**config.mk**
```make
export PLATFORM = sky130hd
export DESIGN_NAME = wp_seq_detect
export DESIGN_NICKNAME = d
export VERILOG_FILES = /design/src/rtl/wp_pkg.sv /design/src/rtl/wp_cmd_match.sv /design/src/rtl/wp_mode_regs.sv /design/src/rtl/wp_out_stage.sv /design/src/rtl/wp_seq_detect.sv
export SDC_FILE = /design/constraint.sdc
export NUM_CORES = 1
export LEC_CHECK = 0
export ABC_AREA = 1
export BUFFER_PORTS_ARGS = -buffer_cell sky130_fd_sc_hd__buf_4
export CORE_ASPECT_RATIO = 1.4
export CORE_MARGIN = 2
export CORE_UTILIZATION = 49
export DETAILED_ROUTE_END_ITERATION = 7
export GPL_TIMING_DRIVEN = 0
export PLACE_DENSITY = 0.79
export SETUP_SLACK_MARGIN = 0.15
export SLEW_MARGIN = 15
export SYNTH_ARGS = -nofsm -noshare
export SYNTH_HDL_FRONTEND = slang
export SYNTH_HIERARCHICAL = 1
export SYNTH_SLANG_ARGS = --single-unit
```
**constraint.sdc**
```tcl
create_clock -name clk -period 1.9 [get_ports clk]
set_clock_uncertainty 0.05 [all_clocks]
set_input_delay 0 -clock clk [delete_from_list [all_inputs] [get_ports clk]]
set_output_delay 0 -clock clk [all_outputs]
set_load 0.005 [all_outputs]
```
**src/rtl/wp_pkg.sv**
```systemverilog
package wp_pkg;
  localparam int CMD_AW = 13;
  localparam int DATA_W = 8;
  localparam logic [CMD_AW-1:0] ADR_A = 13'h1555;
  localparam logic [CMD_AW-1:0] ADR_B = 13'h0AAA;
  localparam logic [DATA_W-1:0] KEY_1 = 8'hAA;
  localparam logic [DATA_W-1:0] KEY_2 = 8'h55;
  localparam logic [DATA_W-1:0] OP_LOCK = 8'hA0;
  localparam logic [DATA_W-1:0] OP_PRE = 8'h80;
  localparam logic [DATA_W-1:0] OP_UNLOCK = 8'h20;

  // progress through the shared prefix and the unlock tail
  typedef enum logic [2:0] {
    ST_IDLE, ST_K1, ST_K2, ST_PRE, ST_PRE_K1, ST_PRE_K2
  } step_t;
endpackage

```
**src/rtl/wp_cmd_match.sv**
```systemverilog
module wp_cmd_match
  import wp_pkg::*;
(
  input  step_t               cur,
  input  logic [CMD_AW-1:0]   addr,
  input  logic [DATA_W-1:0]   data,
  output step_t               nxt,
  output logic                is_cmd,
  output logic                do_lock,
  output logic                do_unlock
);
  logic at_a, at_b;
  assign at_a = (addr == ADR_A);
  assign at_b = (addr == ADR_B);

  always_comb begin
    nxt = ST_IDLE;
    is_cmd = 1'b0;
    do_lock = 1'b0;
    do_unlock = 1'b0;
    unique case (cur)
      ST_IDLE: if (at_a && data == KEY_1) begin nxt = ST_K1; is_cmd = 1'b1; end
      ST_K1:   if (at_b && data == KEY_2) begin nxt = ST_K2; is_cmd = 1'b1; end
      ST_K2: begin
        if (at_a && data == OP_LOCK) begin
          is_cmd = 1'b1;
          do_lock = 1'b1;
        end else if (at_a && data == OP_PRE) begin
          nxt = ST_PRE;
          is_cmd = 1'b1;
        end
      end
      ST_PRE:    if (at_a && data == KEY_1) begin nxt = ST_PRE_K1; is_cmd = 1'b1; end
      ST_PRE_K1: if (at_b && data == KEY_2) begin nxt = ST_PRE_K2; is_cmd = 1'b1; end
      ST_PRE_K2: if (at_a && data == OP_UNLOCK) begin is_cmd = 1'b1; do_unlock = 1'b1; end
      default: nxt = ST_IDLE;
    endcase
  end
endmodule

```
**src/rtl/wp_mode_regs.sv**
```systemverilog
module wp_mode_regs
  import wp_pkg::*;
(
  input  logic  clk,
  input  logic  por_n,
  input  logic  rst_n,
  input  logic  adv,
  input  logic  load_done,
  input  step_t nxt,
  input  logic  do_lock,
  input  logic  do_unlock,
  output step_t cur,
  output logic  prot,
  output logic  armed
);
  // nonvolatile flag: only power-on clears it
  always_ff @(posedge clk) begin
    if (!por_n) prot <= 1'b0;
    else if (adv && do_lock) prot <= 1'b1;
    else if (adv && do_unlock) prot <= 1'b0;
  end

  always_ff @(posedge clk) begin
    if (!por_n || !rst_n || load_done) begin
      cur <= ST_IDLE;
      armed <= 1'b0;
    end else if (adv) begin
      cur <= nxt;
      if (do_lock) armed <= 1'b1;
    end
  end
endmodule

```
**src/rtl/wp_out_stage.sv**
```systemverilog
module wp_out_stage #(
  parameter int AW = 16,
  parameter int DW = 8
) (
  input  logic          clk,
  input  logic          por_n,
  input  logic          rst_n,
  input  logic          take,
  input  logic [AW-1:0] addr_i,
  input  logic [DW-1:0] data_i,
  input  logic          commit_i,
  input  logic          ready_i,
  output logic          valid_o,
  output logic [AW-1:0] addr_o,
  output logic [DW-1:0] data_o,
  output logic          commit_o
);
  always_ff @(posedge clk) begin
    if (!por_n || !rst_n) begin
      valid_o <= 1'b0;
      addr_o <= '0;
      data_o <= '0;
      commit_o <= 1'b0;
    end else if (take) begin
      valid_o <= 1'b1;
      addr_o <= addr_i;
      data_o <= data_i;
      commit_o <= commit_i;
    end else if (ready_i) begin
      valid_o <= 1'b0;
    end
  end
endmodule

```
**src/rtl/wp_seq_detect.sv**
```systemverilog
module wp_seq_detect
  import wp_pkg::*;
#(
  parameter int AW = 16
) (
  input  logic              clk,
  input  logic              por_n,
  input  logic              rst_n,
  input  logic              in_valid,
  output logic              in_ready,
  input  logic [AW-1:0]     in_addr,
  input  logic [DATA_W-1:0] in_data,
  input  logic              load_done,
  output logic              out_valid,
  input  logic              out_ready,
  output logic [AW-1:0]     out_addr,
  output logic [DATA_W-1:0] out_data,
  output logic              out_commit,
  output logic              prot_on
);
  localparam int PAD = (AW >= CMD_AW) ? 0 : CMD_AW - AW;

  logic [CMD_AW-1:0] cmp_addr;
  step_t cur, nxt;
  logic is_cmd, do_lock, do_unlock, armed, adv, commit;

  generate
    if (AW >= CMD_AW) begin : g_slice
      assign cmp_addr = in_addr[CMD_AW-1:0];
    end else begin : g_pad
      assign cmp_addr = {{PAD{1'b0}}, in_addr};
    end
  endgenerate

  assign in_ready = rst_n && (!out_valid || out_ready);
  assign adv = in_valid && in_ready;
  assign commit = !is_cmd && (!prot_on || armed);

  wp_cmd_match u_match (
    .cur(cur), .addr(cmp_addr), .data(in_data),
    .nxt(nxt), .is_cmd(is_cmd), .do_lock(do_lock), .do_unlock(do_unlock)
  );

  wp_mode_regs u_mode (
    .clk(clk), .por_n(por_n), .rst_n(rst_n), .adv(adv), .load_done(load_done),
    .nxt(nxt), .do_lock(do_lock), .do_unlock(do_unlock),
    .cur(cur), .prot(prot_on), .armed(armed)
  );

  wp_out_stage #(.AW(AW), .DW(DATA_W)) u_out (
    .clk(clk), .por_n(por_n), .rst_n(rst_n), .take(adv),
    .addr_i(in_addr), .data_i(in_data), .commit_i(commit), .ready_i(out_ready),
    .valid_o(out_valid), .addr_o(out_addr), .data_o(out_data), .commit_o(out_commit)
  );
endmodule

```
==> flow_summary.json, run 1 <==
{
  "status": "finished, final reports clean",
  "num_rows": 25,
  "synth_cells": 234,
  "pin_count": 58,
  "grt_max_degree": 11,
  "worst_ep_arrival_time_ps": 1630,
  "dieArea_um2": 3880,
  "areaGrowthSynthToFinish_pct": 49.9,
  "htree_levels": 2,
  "final-setup-viol-count": 0,
  "cts.path.max_buffers": 2,
  "cp_max_fo": 5,
  "clock-sinks": 31,
  "grt_pass1_wl_um": 7310,
  "gp_congestion": 0.775,
  "synthesis.nets": 264,
  "vias_per_cell": 4.87,
  "yosysWarnings": 6,
  "drive_above_1_share_pct": 35.6,
  "ys_types": 23,
  "overflow": 0,
  "rsz0062_at_grt": "false",
  "crit_path_end_kind": "register",
  "dp_hpwl_um": 3040,
  "drtIter0Drc": 48,
  "io_buffers": 57,
  "core_um2": 3320,
  "period_share_pct": 79.7,
  "grt_pass1_vias": 1701,
  "floorplan.initialDensity_pct": 50.2,
  "cap_viol_max_count": 0,
  "period_minus_slack_ps": 1510,
  "antenna_found_initial": 0,
  "via_count": 1782,
  "die_x_um": 53.2,
  "power_per_cell_area_nw_per_um2": 565,
  "post_cts_buffers": 0,
  "grtUsageTotal_pct": 25.4,
  "power.ir.vdd_worst_v": 0.000648,
  "clk_pin_slew_ps": 60,
  "min_path_type": "input pin to register",
  "antenna_cells": 0,
  "yosysSeqAreaShare_pct": 37.3,
  "tns_ps": 0,
  "final_nets": 355,
  "power.total_uw": 1410,
  "die_y_um": 72.9,
  "crit_type": "input pin to register",
  "wl_um": 4450,
  "avgSynthCellArea_um2": 7.11,
  "critPathLaunchType": "input pin",
  "cts_root_buffer": "clkbuf_8",
  "final_common_cell": "nand2_1",
  "required_ps": 2020,
  "clock_latency_ps": 280,
  "final_cell_mix": "76 x nand2_1, 57 x buf_4, 31 x dfxtp_1",
  "worst_pin_slew_ps": 344,
  "synth_seq_cells": 31,
  "dr.pass1.iters": 4,
  "cts_tree": "built",
  "fmax_mhz": 660,
  "p_leak_uw": 0.00111,
  "relSlewSlack_pct": 77.1,
  "drcViolationCount": 0,
  "maxSlewViolCount": 0,
  "hold_violations": 0,
  "ant_nets": 0,
  "wl_per_cell_um": 12.1,
  "cts_buffers": 5,
  "syn_area_um2": 1660
}
## timing repair
action                                 4_1_cts  5_1_grt
resized for setup                            0        0
endpoints found under the hold margin       30        0
hold buffers                                27        0
setup endpoints to repair                    0        0
## critical path, stage by stage
cell	delay (ps)
dlygate4sd3_1	540
buf_4	150
nor2_1	90
nand3b_1	130
nor2_4	180
nand2_2	90
nor2_2	140
nor2_1	60
nand2_1	60
a21oi_1	50
nand2_1	70
a21oi_1	60
## synthesized netlist by cell type
cell type   n  share of area, %
buf_2       2              0.60
inv_1      22               5.0
o21bai_1    1              0.45
a21oi_2    13               6.8
nand3_2     2               1.2
buf_12      2               2.4
nor2_4      1              0.68
nor2_2      7               2.6
nor4_2      1              0.75
nand3_1     7               2.1
nand4_1     4               1.5
nor3_4      1              0.98
nor3_1      3              0.90
or2_4       1              0.53
nor2_1     17               3.8
buf_6       3               2.0
inv_8       1              0.68
nand2_2    13               4.9
a21oi_1    19               5.7
nand2_1    76                17
inv_2       6               1.4
dfxtp_1    31                37
nand3b_1    1              0.45
## sequential cells by signal, summed over array words and instances, names as in the netlist
register        flops
u_out/data_o        8
u_mode/armed        1
u_mode/prot         1
u_out/commit_o      1
u_out/addr_o       16
u_mode/cur          3
u_out/valid_o       1
## cell families after synthesis
group | share of synthesized area (%)
buffers and inverters | 12.0
flip-flops | 37.3
AO/OA/AOI/OAI | 13.0
AND/OR/NAND/NOR | 37.6
## routing by layer
metal,vias up,GRT usage (%),part of all wire (%)
li1,913,-,-
met1,807,27.0,38
met2,51,46.0,55
met3,11,5.53,4.6
met4,0,11.7,2.3
met5,-,0,0
## metrics by stage
step                      setup slack, ps  hold WS, ps  area [um2]  cells  util (%)
after floorplan                       597         46.6        1660    234         -
after global placement                422          195        2140    331      64.6
after detailed placement              393          200        2140    331      64.6
after CTS                             375         15.9        2490    366      75.2
after global routing                  163         50.4        2490    366      75.2
final                                 385         19.7        2490    366      75.2
## area by class of cell
| class | instances | area, um2 |
|---|---|---|
| Clock buffer | 7 | 76.3 |
| Buffer | 7 | 83.8 |
| Clock inverter | 1 | 5.00 |
| Sequential cell | 31 | 621 |
| Fill cell | 255 | 823 |
| Inverter | 29 | 116 |
| Timing Repair Buffer | 84 | 698 |
| Multi-Input combinational cell | 167 | 842 |
| Tap cell | 40 | 50.0 |
## power by group
part	total (uW)	switching [uW]	internal, uW
sequential	670	7.45	663
combinational	250	116	134
clock	489	232	256
## worst paths after layout
kind | startpoint | end | slack (ps) | cells after the start
worst max-delay path | in_addr[5] | u_out/commit_o | 390 | 12
worst min-delay path | rst_n | u_mode/armed | 20 | 5
worst max register to register | u_mode/cur[1] | u_out/commit_o | 390 | 12
worst min register to register | u_out/data_o[5] | u_out/data_o[5] | 410 | 2
(Power assumes the default switching activity.)
==> run 2, diff against run 1 <==
Clock period 1.9 ns to 1.49 ns, I/O delays scaled along.
==> run 2 against run 1 <==
  * Utilization increased by 2.6 points
  * Sequential power up 27%
  * Combinational power increased by 30%
  * Clock power up 27%
  * Cell count rose by 0.82%
  * Critical path type is now register to register
  * Non-clock buffer count increased by 3
  * Highest routed layer unchanged
  * Largest cell class unchanged
  * Wire length rose by 2.9%
  * Die area did not move
  * Flip-flop and latch count unchanged
==> flow_summary.json, run 2 (synthesized netlist as in run 1, its figures left out) <==
{
  "maxSlewViolCount": 0,
  "die_x_um": 53.2,
  "grt_pass1_wl_um": 7220,
  "grtUsageTotal_pct": 25.1,
  "drive_above_1_share_pct": 39.8,
  "final_cell_mix": "74 x nand2_1, 60 x buf_4, 28 x dfxtp_1",
  "clock-sinks": 31,
  "utilization_pct": 77.8,
  "cts_tree": "built",
  "die_y_um": 72.9,
  "reg2reg_from": "u_mode/cur[1]",
  "grt_max_degree": 11,
  "wl_um": 4570,
  "rrSetupSlack_ps": 150,
  "crit_type": "register to register",
  "via_count": 1783,
  "critPathLaunchType": "register",
  "final_nets": 358,
  "fill_cells": 227,
  "worst_pin_slew_ps": 303,
  "floorplan.initialDensity_pct": 50.2,
  "cts_root_buffer": "clkbuf_8",
  "power.ir.vdd_worst_v": 0.000801,
  "vias_per_cell": 4.83,
  "cp_max_fo": 4,
  "pin_count": 58,
  "design_area_um2": 2580,
  "placedInstanceArea_um2": 2140,
  "final-setup-viol-count": 0,
  "gp_congestion": 0.775,
  "p_leak_uw": 0.00114,
  "dp_hpwl_um": 3040,
  "cap_viol_max_count": 0,
  "power.total_uw": 1790,
  "core_um2": 3320,
  "dr.pass1.iters": 7,
  "final_common_cell": "nand2_1",
  "period_share_pct": 90.1,
  "num_rows": 25,
  "cp-endpoint": "u_mode/cur[0]",
  "largest_reg_flops": 16,
  "power_per_cell_area_nw_per_um2": 696,
  "drtIter0Drc": 49,
  "layout_setup_ws_ps": 147,
  "drcViolationCount": 0,
  "overflow": 0,
  "antenna_cells": 0,
  "grt_pass1_vias": 1645,
  "clk_pin_slew_ps": 60,
  "cts_buffers": 5,
  "worstRegToRegCells": 12,
  "fmax_mhz": 745,
  "hold_violations": 0,
  "post-place-cells": 331,
  "htree_levels": 2,
  "min_path_type": "input pin to register",
  "top_regs": "u_out/addr_o (16), u_out/data_o (8), u_mode/cur (3)",
  "relSlewSlack_pct": 79.8,
  "r2r-end": "u_mode/cur[0]",
  "status": "finished, final reports clean",
  "rsz0062_at_grt": "true",
  "dieArea_um2": 3880,
  "io_buffers": 57,
  "clock_latency_ps": 280,
  "areaGrowthSynthToFinish_pct": 55.1,
  "crit_path_end_kind": "register",
  "period_minus_slack_ps": 1340,
  "worstSetupStartpoint": "u_mode/cur[1]",
  "antenna_found_initial": 0,
  "regMostFlops": "u_out/addr_o",
  "required_ps": 1660,
  "final_cell_count_no_fill": 369,
  "worst_ep_arrival_time_ps": 1520,
  "wl_per_cell_um": 12.4,
  "pre_cts_ws_ps": -16.5,
  "cts.path.max_buffers": 2,
  "ant_nets": 0
}
-- run 2: power breakdown --
group | internal [uW] | switching, uW
sequential | 839 | 9.38
combinational | 174 | 151
clock | 327 | 295
-- run 2: cell type report --
cell class                 count  area [um2]  area share [%]
tap                           40        50.0            1.94
multi-input combinational    167         892            34.6
buffer                         7        83.8            3.25
clock inverter                 1        5.00           0.194
clock buffer                   7        76.3            2.96
inverter                      29         119            4.61
sequential                    31         632            24.5
timing repair buffer          87         721            27.9
-- run 2: stage by stage --
| stage | setup TNS, ps | hold slack, ps |
|---|---|---|
| 6_report | 0 | 20.7 |
| 2_1_floorplan | 0 | 46.6 |
| 5_1_grt | 0 | 53.2 |
| 4_1_cts | 0 | 15.9 |
| 3_3_place_gp | 0 | 195 |
| 3_5_place_dp | -16.5 | 200 |
-- run 2: worst min-delay path by stage --
stage          cells after the start            to  slack (ps)      start
6_report                           5  u_mode/armed          20      rst_n
5_1_grt                            5  u_mode/armed          50      rst_n
4_1_cts                            5  u_mode/armed          20      rst_n
3_5_place_dp                       4  u_mode/armed         200  load_done
3_3_place_gp                       3   u_mode/prot         190      por_n
2_1_floorplan                      2      in_ready          50      rst_n
-- run 2: routing by layer --
layer / routed length [um] / GRT usage (%) / share of wire [%]
met1: 1840 / 28.1 / 40
met2: 2460 / 44.9 / 54
met3: 184 / 4.92 / 4.0
met4: 90 / 10.3 / 2.0
met5: 0 / 0 / 0
-- run 2: repair_timing --
item / in CTS / in global routing
setup buffers: 0 / 3
endpoints found under the hold margin: 30 / 0
setup endpoints to repair: 23 / 24
hold buffers: 27 / 0
gates resized for setup: 5 / 15
pin swaps: 0 / 8
-- run 2: worst max-delay path, stage by stage (launching register included) --
cell	delay, ps
dfxtp_4	370
inv_4	50
nor2_4	100
nand3_2	100
nor2_4	150
nand3_2	100
nand3_2	80
nand2_1	50
inv_1	40
nand2_1	40
nand2_1	60
nand2_1	40
inv_1	40
